$ cat config.mk
export PLATFORM = sky130hd
export DESIGN_NAME = mod_alarm_timer
export DESIGN_NICKNAME = d
export VERILOG_FILES = /design/src/rtl/alarm_pkg.sv /design/src/rtl/alarm_prescaler.sv /design/src/rtl/alarm_counter.sv /design/src/rtl/alarm_flag.sv /design/src/rtl/mod_alarm_timer.sv
export SDC_FILE = /design/constraint.sdc
export NUM_CORES = 1
export LEC_CHECK = 0
export BUFFER_PORTS_ARGS = -buffer_cell sky130_fd_sc_hd__buf_2
export CAP_MARGIN = 5
export CORE_MARGIN = 4
export CORE_UTILIZATION = 56
export DETAILED_ROUTE_END_ITERATION = 16
export GPL_TIMING_DRIVEN = 0
export PLACE_DENSITY = 0.84
export RECOVER_POWER = 100
export SETUP_SLACK_MARGIN = 0.15
export SLEW_MARGIN = 15
export SYNTH_ARGS = -nofsm -noshare
export SYNTH_HDL_FRONTEND = slang
export SYNTH_SLANG_ARGS = --single-unit
$ cat constraint.sdc
create_clock -name clk -period 2.8 [get_ports clk]
set_clock_uncertainty 0.15 [all_clocks]
set_input_delay 0 -clock clk [delete_from_list [all_inputs] [get_ports clk]]
set_output_delay 0 -clock clk [all_outputs]
set_load 0.005 [all_outputs]
$ cat src/rtl/alarm_pkg.sv
package alarm_pkg;
  localparam int          ADDR_W  = 2;
  localparam logic [1:0]  A_CTRL  = 2'd0;
  localparam logic [1:0]  A_COUNT = 2'd1;
  localparam logic [1:0]  A_MOD   = 2'd2;
  localparam logic [1:0]  A_INIT  = 2'd3;
  localparam int          B_FLAG  = 0;
  localparam int          B_IE    = 1;
  localparam int          B_DIV   = 2;

  typedef enum logic [1:0] {
    CS_OFF  = 2'd0,
    CS_SYS  = 2'd1,
    CS_TICK = 2'd2,
    CS_RSVD = 2'd3
  } clk_sel_e;
endpackage

$ cat src/rtl/alarm_prescaler.sv
module alarm_prescaler
  import alarm_pkg::*;
#(
  parameter int PS_W = 3
) (
  input  logic            clk,
  input  logic            rst_n,
  input  clk_sel_e        sel,
  input  logic [PS_W-1:0] div_exp,
  input  logic            tick_en,
  input  logic            restart,
  output logic            pulse
);
  localparam int PRE_W = (1 << PS_W) - 1;

  logic [PRE_W-1:0] pre_q;
  logic [PRE_W-1:0] limit;
  logic             src;

  always_comb begin
    for (int i = 0; i < PRE_W; i++) limit[i] = (i < int'(div_exp));
  end

  assign src   = (sel == CS_SYS) || ((sel == CS_TICK) && tick_en);
  assign pulse = src && !restart && (pre_q == limit);

  always_ff @(posedge clk or negedge rst_n) begin
    if (!rst_n)       pre_q <= '0;
    else if (restart) pre_q <= '0;
    else if (src)     pre_q <= (pre_q == limit) ? '0 : pre_q + 1'b1;
  end

  AST_PULSE_NEEDS_SOURCE: assert property (@(posedge clk) disable iff (!rst_n)
    pulse |-> (sel == CS_SYS || sel == CS_TICK));
  AST_RESTART_CLEARS: assert property (@(posedge clk) disable iff (!rst_n)
    restart |=> (pre_q == '0));
  AST_NO_PULSE_ON_RESTART: assert property (@(posedge clk) disable iff (!rst_n)
    restart |-> !pulse);
endmodule

$ cat src/rtl/alarm_counter.sv
module alarm_counter #(
  parameter int CNT_W = 16
) (
  input  logic             clk,
  input  logic             rst_n,
  input  logic             pulse,
  input  logic             load,
  input  logic [CNT_W-1:0] mod_val,
  input  logic [CNT_W-1:0] init_val,
  output logic [CNT_W-1:0] cnt,
  output logic             ovf
);
  logic at_mod, at_top;

  assign at_mod = (cnt == mod_val);
  assign at_top = &cnt;
  assign ovf    = pulse && !load && at_mod;

  always_ff @(posedge clk or negedge rst_n) begin
    if (!rst_n)     cnt <= '0;
    else if (load)  cnt <= init_val;
    else if (pulse) cnt <= (at_mod || at_top) ? init_val : cnt + 1'b1;
  end

  AST_STEP_UP: assert property (@(posedge clk) disable iff (!rst_n)
    (pulse && !load && !at_mod && !at_top) |=> (cnt == $past(cnt) + 1'b1));
  AST_RELOAD_AT_MOD: assert property (@(posedge clk) disable iff (!rst_n)
    (pulse && !load && at_mod) |=> (cnt == $past(init_val)));
  AST_LOAD_INIT: assert property (@(posedge clk) disable iff (!rst_n)
    load |=> (cnt == $past(init_val)));
  AST_SILENT_WRAP: assert property (@(posedge clk) disable iff (!rst_n)
    (pulse && !load && at_top && !at_mod) |=> (cnt == $past(init_val)));
  AST_HOLD_IDLE: assert property (@(posedge clk) disable iff (!rst_n)
    (!pulse && !load) |=> $stable(cnt));
endmodule

$ cat src/rtl/alarm_flag.sv
module alarm_flag (
  input  logic clk,
  input  logic rst_n,
  input  logic ovf,
  input  logic rd_ctrl,
  input  logic wr_ctrl,
  input  logic wr_zero,
  output logic flag
);
  logic armed_q;

  always_ff @(posedge clk or negedge rst_n) begin
    if (!rst_n) begin
      flag    <= 1'b0;
      armed_q <= 1'b0;
    end else if (ovf) begin
      flag    <= 1'b1;
      armed_q <= 1'b0;
    end else if (wr_ctrl) begin
      if (wr_zero && armed_q) flag <= 1'b0;
      armed_q <= 1'b0;
    end else if (rd_ctrl && flag) begin
      armed_q <= 1'b1;
    end
  end

  AST_FLAG_SETS: assert property (@(posedge clk) disable iff (!rst_n)
    ovf |=> flag);
  AST_FLAG_CLEAR_SOURCE: assert property (@(posedge clk) disable iff (!rst_n)
    $fell(flag) |-> $past(wr_ctrl && wr_zero && !ovf));
  AST_UNARMED_HOLDS: assert property (@(posedge clk) disable iff (!rst_n)
    (flag && !armed_q) |=> flag);
endmodule

$ cat src/rtl/mod_alarm_timer.sv
module mod_alarm_timer
  import alarm_pkg::*;
#(
  parameter int CNT_W  = 16,
  parameter int DATA_W = 32,
  parameter int PS_W   = 3
) (
  input  logic              clk,
  input  logic              rst_n,
  input  logic              tick_en,
  input  logic              bus_req,
  input  logic              bus_we,
  input  logic [ADDR_W-1:0] bus_addr,
  input  logic [DATA_W-1:0] bus_wdata,
  output logic [DATA_W-1:0] bus_rdata,
  output logic              irq
);
  localparam int CS_LSB = B_DIV + PS_W;

  logic             ie_q;
  logic [PS_W-1:0]  div_q;
  clk_sel_e         sel_q;
  logic [CNT_W-1:0] mod_q, init_q, cnt;
  logic             flag, ovf, pulse;
  logic             wr_ctrl, rd_ctrl, wr_cnt, wr_mod, wr_init, cfg_change;
  clk_sel_e         sel_new;
  logic [PS_W-1:0]  div_new;
  logic             unused_wbits;

  assign wr_ctrl = bus_req && bus_we && (bus_addr == A_CTRL);
  assign rd_ctrl = bus_req && !bus_we && (bus_addr == A_CTRL);
  assign wr_cnt  = bus_req && bus_we && (bus_addr == A_COUNT);
  assign wr_mod  = bus_req && bus_we && (bus_addr == A_MOD);
  assign wr_init = bus_req && bus_we && (bus_addr == A_INIT);

  assign sel_new    = clk_sel_e'(bus_wdata[CS_LSB +: 2]);
  assign div_new    = bus_wdata[B_DIV +: PS_W];
  assign cfg_change = wr_ctrl && ((sel_new != sel_q) || (div_new != div_q));
  assign unused_wbits = ^bus_wdata[DATA_W-1:CNT_W];

  always_ff @(posedge clk or negedge rst_n) begin
    if (!rst_n) begin
      ie_q   <= 1'b0;
      div_q  <= '0;
      sel_q  <= CS_OFF;
      mod_q  <= '1;
      init_q <= '0;
    end else begin
      if (wr_ctrl) begin
        ie_q  <= bus_wdata[B_IE];
        div_q <= div_new;
        sel_q <= sel_new;
      end
      if (wr_mod)  mod_q  <= bus_wdata[CNT_W-1:0];
      if (wr_init) init_q <= bus_wdata[CNT_W-1:0];
    end
  end

  alarm_prescaler #(.PS_W(PS_W)) u_pre (
    .clk(clk), .rst_n(rst_n), .sel(sel_q), .div_exp(div_q),
    .tick_en(tick_en), .restart(cfg_change), .pulse(pulse)
  );

  alarm_counter #(.CNT_W(CNT_W)) u_cnt (
    .clk(clk), .rst_n(rst_n), .pulse(pulse), .load(wr_cnt),
    .mod_val(mod_q), .init_val(init_q), .cnt(cnt), .ovf(ovf)
  );

  alarm_flag u_flag (
    .clk(clk), .rst_n(rst_n), .ovf(ovf), .rd_ctrl(rd_ctrl),
    .wr_ctrl(wr_ctrl), .wr_zero(!bus_wdata[B_FLAG]), .flag(flag)
  );

  always_comb begin
    bus_rdata = '0;
    unique case (bus_addr)
      A_CTRL: begin
        bus_rdata[B_FLAG]        = flag;
        bus_rdata[B_IE]          = ie_q;
        bus_rdata[B_DIV +: PS_W] = div_q;
        bus_rdata[CS_LSB +: 2]   = sel_q;
      end
      A_COUNT: bus_rdata[CNT_W-1:0] = cnt;
      A_MOD:   bus_rdata[CNT_W-1:0] = mod_q;
      default: bus_rdata[CNT_W-1:0] = init_q;
    endcase
  end

  always_ff @(posedge clk or negedge rst_n) begin
    if (!rst_n) irq <= 1'b0;
    else        irq <= flag && ie_q;
  end

  AST_IRQ_MASKED: assert property (@(posedge clk) disable iff (!rst_n)
    !ie_q |=> !irq);
  AST_IRQ_FOLLOWS: assert property (@(posedge clk) disable iff (!rst_n)
    (flag && ie_q) |=> irq);
  AST_UPPER_ZERO: assert property (@(posedge clk) disable iff (!rst_n)
    (bus_addr != A_CTRL) |-> (bus_rdata[DATA_W-1:CNT_W] == '0));
endmodule

After elaboration in Yosys (flattened, before gate mapping)
Cells that the tools add are included.
{"block": "classes", "add_sub_neg": 2, "magnitude_cmp": 7, "eq_ne": 9, "mux": 14, "reduce_logical": 31}
{"operator": "$mux 16", "n": 3}
{"operator": "$pmux 9 s3", "n": 1}
{"operator": "$mux 7", "n": 3}
{"operator": "$pmux 7 s3", "n": 1}
{"operator": "$add 16x1->16 const B", "n": 1}
{"operator": "$eq 16x16->1", "n": 1}
{"operator": "$logic_and 1x1->1", "n": 16}
{"operator": "$reduce_and 16->1", "n": 1}
{"operator": "$lt 3x3->1 const A", "n": 3}
{"operator": "$reduce_bool 2->1", "n": 4}
{"operator": "$add 7x1->7 const B", "n": 1}
{"operator": "$eq 7x7->1", "n": 1}
{"operator": "$eq 2x2->1 const B", "n": 3}
{"operator": "$lt 1x3->1 const A", "n": 2}
{"operator": "$lt 2x3->1 const A", "n": 2}
{"operator": "$mux 1", "n": 6}
{"operator": "$eq 2x1->1 const B", "n": 2}
{"operator": "$logic_not 1->1", "n": 4}
{"operator": "$logic_or 1x1->1", "n": 3}
{"operator": "$ne 3x3->1", "n": 1}
{"operator": "$reduce_bool 3->1", "n": 1}
{"operator": "$logic_not 2->1", "n": 1}
{"operator": "$ne 2x2->1", "n": 1}
{"operator": "$reduce_and 2->1", "n": 1}
{"block": "totals", "reg_bits": 64, "inputBits": 39, "elab_cells": 73}

Longest topological paths before layout
{"block": "depth", "depth_word": 10, "mapped_depth": 9, "mapped_depth_nobuf": 7}

Cells and area by module
A second synthesis with hierarchy kept.
{"block": "unflattened", "cells_unflattened": 359, "hier_area_um2": 4058.9}
{"module": "mod_alarm_timer", "instances": 1, "cells_per_inst": 144, "area_per_inst_um2": 2098.3, "seq_area_each_um2": 996.0}
{"module": "alarm_counter", "instances": 1, "cells_per_inst": 147, "area_per_inst_um2": 1340.0, "seq_area_each_um2": 400.4}
{"module": "alarm_prescaler", "instances": 1, "cells_per_inst": 62, "area_per_inst_um2": 548.0, "seq_area_each_um2": 175.2}
{"module": "alarm_flag", "instances": 1, "cells_per_inst": 6, "area_per_inst_um2": 72.6, "seq_area_each_um2": 50.0}

Least setup slack after synthesis
Ideal clock, no wire load.
{"block": "synth_path", "kind": "register to register", "startpoint": "register div_q[0]", "endpoint": "register u_cnt.cnt[6]", "setup_time_ns": 0.126, "arrival_ns": 2.092, "path_slack_ns": 0.432, "path_stages_with_launch": 8, "path_buffers": 1, "period_less_slack_ns": 2.368, "cell_sequence": "dfrtp_1 > buf_6 > or2_1 > or4_1 > a32oi_2 > nand4b_4 > and2_4 > o32a_1"}
{"block": "synth_via", "elab_chain_cells": 7, "word_cells_on_any_way": 15, "classes_between": "7 x order compare; 2 x eq/ne; 6 x reduce/logical"}
{"item": "from (decl)", "line": "mod_alarm_timer.sv:21", "source": "logic [PS_W-1:0] div_q;"}
{"item": "from (signal assigned)", "line": "mod_alarm_timer.sv:51", "source": "div_q <= div_new;"}
{"item": "parallel branches: the longest is 5 deep, another holds $lt 1x3->1"}
{"item": "$logic_and 1x1->1 (*)", "line": "alarm_prescaler.sv:25", "source": "assign pulse = src && !restart && (pre_q == limit);"}
{"item": "$reduce_bool 2->1 (no line) (*)"}
{"item": "to (signal assigned)", "line": "alarm_counter.sv:21", "source": "else if (load) cnt <= init_val;"}
{"item": "to (signal assigned)", "line": "alarm_counter.sv:22", "source": "else if (pulse) cnt <= (at_mod || at_top) ? init_val : cnt + 1'b1;"}
{"item": "to (decl)", "line": "alarm_counter.sv:10", "source": "output logic [CNT_W-1:0] cnt,"}
Mark *: on every way between the ends.
A chain may end at the register's enable or synchronous reset.

Worst setup path in the final report
{"block": "layout_path", "startpoint": "register div_q[0]", "endpoint": "register u_cnt.cnt[14]"}
The elaborated chain is that of the path after synthesis.

==> run_results.csv <==
group,metric,value,unit
routing,routed_wl,9795,µm
power,leakage,2.083,nW
synthesis,synth-edff-count,0,
placement,portBuffers,39,
floorplan,die_h,92.13,µm
worst_setup_path,startpoint_type,"register",
floorplan,dieArea,8488,µm²
clock_tree,htree_levels,3,
sta,finalCritPeriodShare,0.9200,
clock_tree,clockBufferDepth,2,
finish,antennaDiodeCount,0,
worst_setup_path,path_class,"reg2reg",
finish,final_cells,550,
sta,max_freq,388.2,MHz
finish,nNetsFinal,490,
synthesis,syn_inst,361,
clock_tree,root_buffer,"clkbuf_8",
sta,rsz0062_at_grt,"false",
sta,tightest_slew,1.029,ns
power,ir_worst_vdd,0.4318,mV
clock_tree,path_clk_slew,0.08,ns
synthesis,ys.flop_type,"dfrtp_1",
sta,hold_violations,0,
routing,num_vias,3267,
routing,drc,0,
power,powerDensity,669.3,nW/µm²
global_routing,grt_max_degree,43,
worst_setup_path,crit_required,2.94,ns
worst_setup_path,crit_path_end_kind,"register",
global_routing,grt_use_total,0.2442,
flow_run,cap_violations,0,
routing,dr.pass1.iters,5,
finish,nFillCells,518,
finish,seq_area,1622,µm²
routing,via_per_inst,5.940,
global_routing,overflow,0,
sta,slew_viol_final,0,
clock_tree,cts.sinks,64,
synthesis,synth_warnings,0,
synthesis,synth-seq-cells,64,
placement,routabilityCongestion,0.8847,
outcome,status,"completed",
worst_setup_path,path_cells,"buf_6 -> or2_1 -> or4_1 -> a32oi_2 -> nand4b_4 -> clkbuf_2 -> a32oi_1 -> o32a_1",
global_routing,first_global_vias,3305,
finish,multiInputGateArea,2170,µm²
power,totalPowerFinal,3.203,mW
worst_setup_path,cp_slowest_cell,"or4_1",
floorplan,core-area,6832,µm²
clock_tree,cts-buffers-inserted,9,
global_routing,grt_pass1_wl,16470,µm
floorplan,io_pins,72,
sta,relSlewSlack,0.3143,
floorplan,num_rows,30,
floorplan,die_w,92.13,µm
placement,dp_cells,512,
placement,place.detailed.hpwl,6710,µm
hold_path,min_path_type,"in2reg",
sta,setup_viol,0,
routing,wl_per_cell,17.81,µm
synthesis,synth_area,3964,µm²
global_routing,antenna_found_initial,0,
finish,syn2layout_area_growth,20.74,%
clock_tree,cts_tree,"yes",
clock_tree,insertion_delay,0.35,ns
sta,fin_crit,2.576,ns
routing,antenna_left,0,
synthesis,ys_seq_area_frac,0.4091,
worst_setup_path,cpPeakStageDelay,0.41,ns
worst_setup_path,worstPathMaxFanout,10,
worst_setup_path,cp.arrival,2.72,ns
synthesis,async_reset_ff_frac,1.000,
synthesis,post_synth.cell_area_avg,10.98,µm²
routing,drtIter0Drc,294,
synthesis,synth.distinct_cells,59,
finish,layout-drive-gt1-share,0.3700,
floorplan,start_util,0.5802,
-- placed cells by master (no fill, tap or decap), types with 12 or more instances in the layout --
| cell | count |
|---|---|
| mux2_2 | 51 |
| dfstp_2 | 16 |
| nand2_1 | 21 |
| nand3_1 | 17 |
| xor2_1 | 18 |
| clkbuf_2 | 12 |
| buf_2 | 35 |
| conb_1 | 16 |
| clkbuf_1 | 16 |
| dfrtp_1 | 48 |
| dlygate4sd3_1 | 20 |
| nor2_1 | 16 |
| a22o_1 | 13 |
| buf_4 | 19 |
-- stage by stage --
step / util / instance area, µm² / setup TNS, ns / setup slack (ns) / hold WS, ns
floorplan: - / 4020 / 0 / 0.4324 / -0.4456
global placement: 0.6346 / 4335 / -0.09963 / -0.04919 / 0.09526
detailed placement: 0.6379 / 4358 / -0.5258 / -0.1182 / -0.2332
CTS: 0.7016 / 4793 / 0 / 0.1658 / 0.1058
global route: 0.7005 / 4786 / 0 / 0.1251 / 0.1516
finish: 0.7005 / 4786 / 0 / 0.2241 / 0.1096
-- cell usage after synthesis, drive strengths merged, types with 7 or more instances --
library cell	n	area share
nand2	22	0.021
o221ai	7	0.015
nor2	16	0.015
clkbuf	16	0.015
dfrtp	48	0.30
mux2i	9	0.023
a21oi	7	0.0088
nand3	18	0.023
mux4	7	0.040
dfstp	16	0.11
a22o	13	0.029
xor2	18	0.040
buf	26	0.047
mux2	52	0.15
-- logic make-up (layout without fill, tap and decap cells) --
logic type | Yosys count | after routing | synth area share
and+or+nand+nor | 98 | 98 | 0.1332
muxes | 68 | 68 | 0.2102
DFF | 64 | 64 | 0.4091
AOI/OAI and AO/OA | 60 | 60 | 0.1231
buffers and inverters | 44 | 122 | 0.06408
xor gates and xnor gates | 24 | 24 | 0.05303
adders and majority gates | 2 | 2 | 0.006312
other | 1 | 16 | 0.0009461
-- registers in the layout (all words and copies together) (netlist names) --
name / flops
u_cnt.cnt: 16
ie_q: 1
irq: 1
u_flag.armed_q: 1
div_q: 3
mod_q: 16
sel_q: 2
u_pre.pre_q: 7
u_flag.flag: 1
init_q: 16
-- power breakdown --
group | total, mW | switching, mW | internal [mW]
registers | 1.43 | 0.255 | 1.17
logic | 0.938 | 0.433 | 0.505
clock network | 0.837 | 0.380 | 0.456
-- per-layer routing --
layer | vias up | track usage | share of wire | wire length, µm
li1 | 1497 | - | - | -
met1 | 1620 | 0.3095 | 0.41 | 4006
met2 | 131 | 0.4185 | 0.51 | 5019
met3 | 19 | 0.05906 | 0.062 | 605
met4 | 0 | 0.06312 | 0.017 | 164
met5 | - | 0 | 0 | 0
-- final timing paths --
kind / from / end / slack [ns] / depth (start not counted)
min in group asynchronous: rst_n / mod_q[14] / 0.38 / 2
hold / removal: bus_we / u_cnt.cnt[14] / 0.11 / 4
max in group asynchronous: rst_n / u_cnt.cnt[9] / 0.97 / 3
setup / recovery: div_q[0] / u_cnt.cnt[14] / 0.22 / 8
setup reg to reg: div_q[0] / u_cnt.cnt[14] / 0.22 / 8
hold reg to reg: ie_q / irq / 0.38 / 1
-- critical path, delay by kind of cell (launching register included) --
family	cells	cell delay, ns
AO/OA/AOI/OAI	3	0.67
buffers and inverters	2	0.42
flip-flops	1	0.38
AND/OR/NAND/NOR	3	0.88
-- timing repair --
item,CTS,global route
buffers inserted,1,1
hold buffers,20,0
endpoints found under the hold margin,104,0
resized for setup,4,19
setup endpoints to repair,13,16
pin swaps,1,3
-- layout make-up --
cell class,instances,share of cell area
clock inverter,5,0.01150
buffer,42,0.05307
sequential,64,0.3388
tap,96,0.02510
multi-input combinational,268,0.4533
timing repair buffer,62,0.08497
clock buffer,11,0.03163
inverter,2,0.001569
Note: power is estimated with default switching activity, not from simulation.
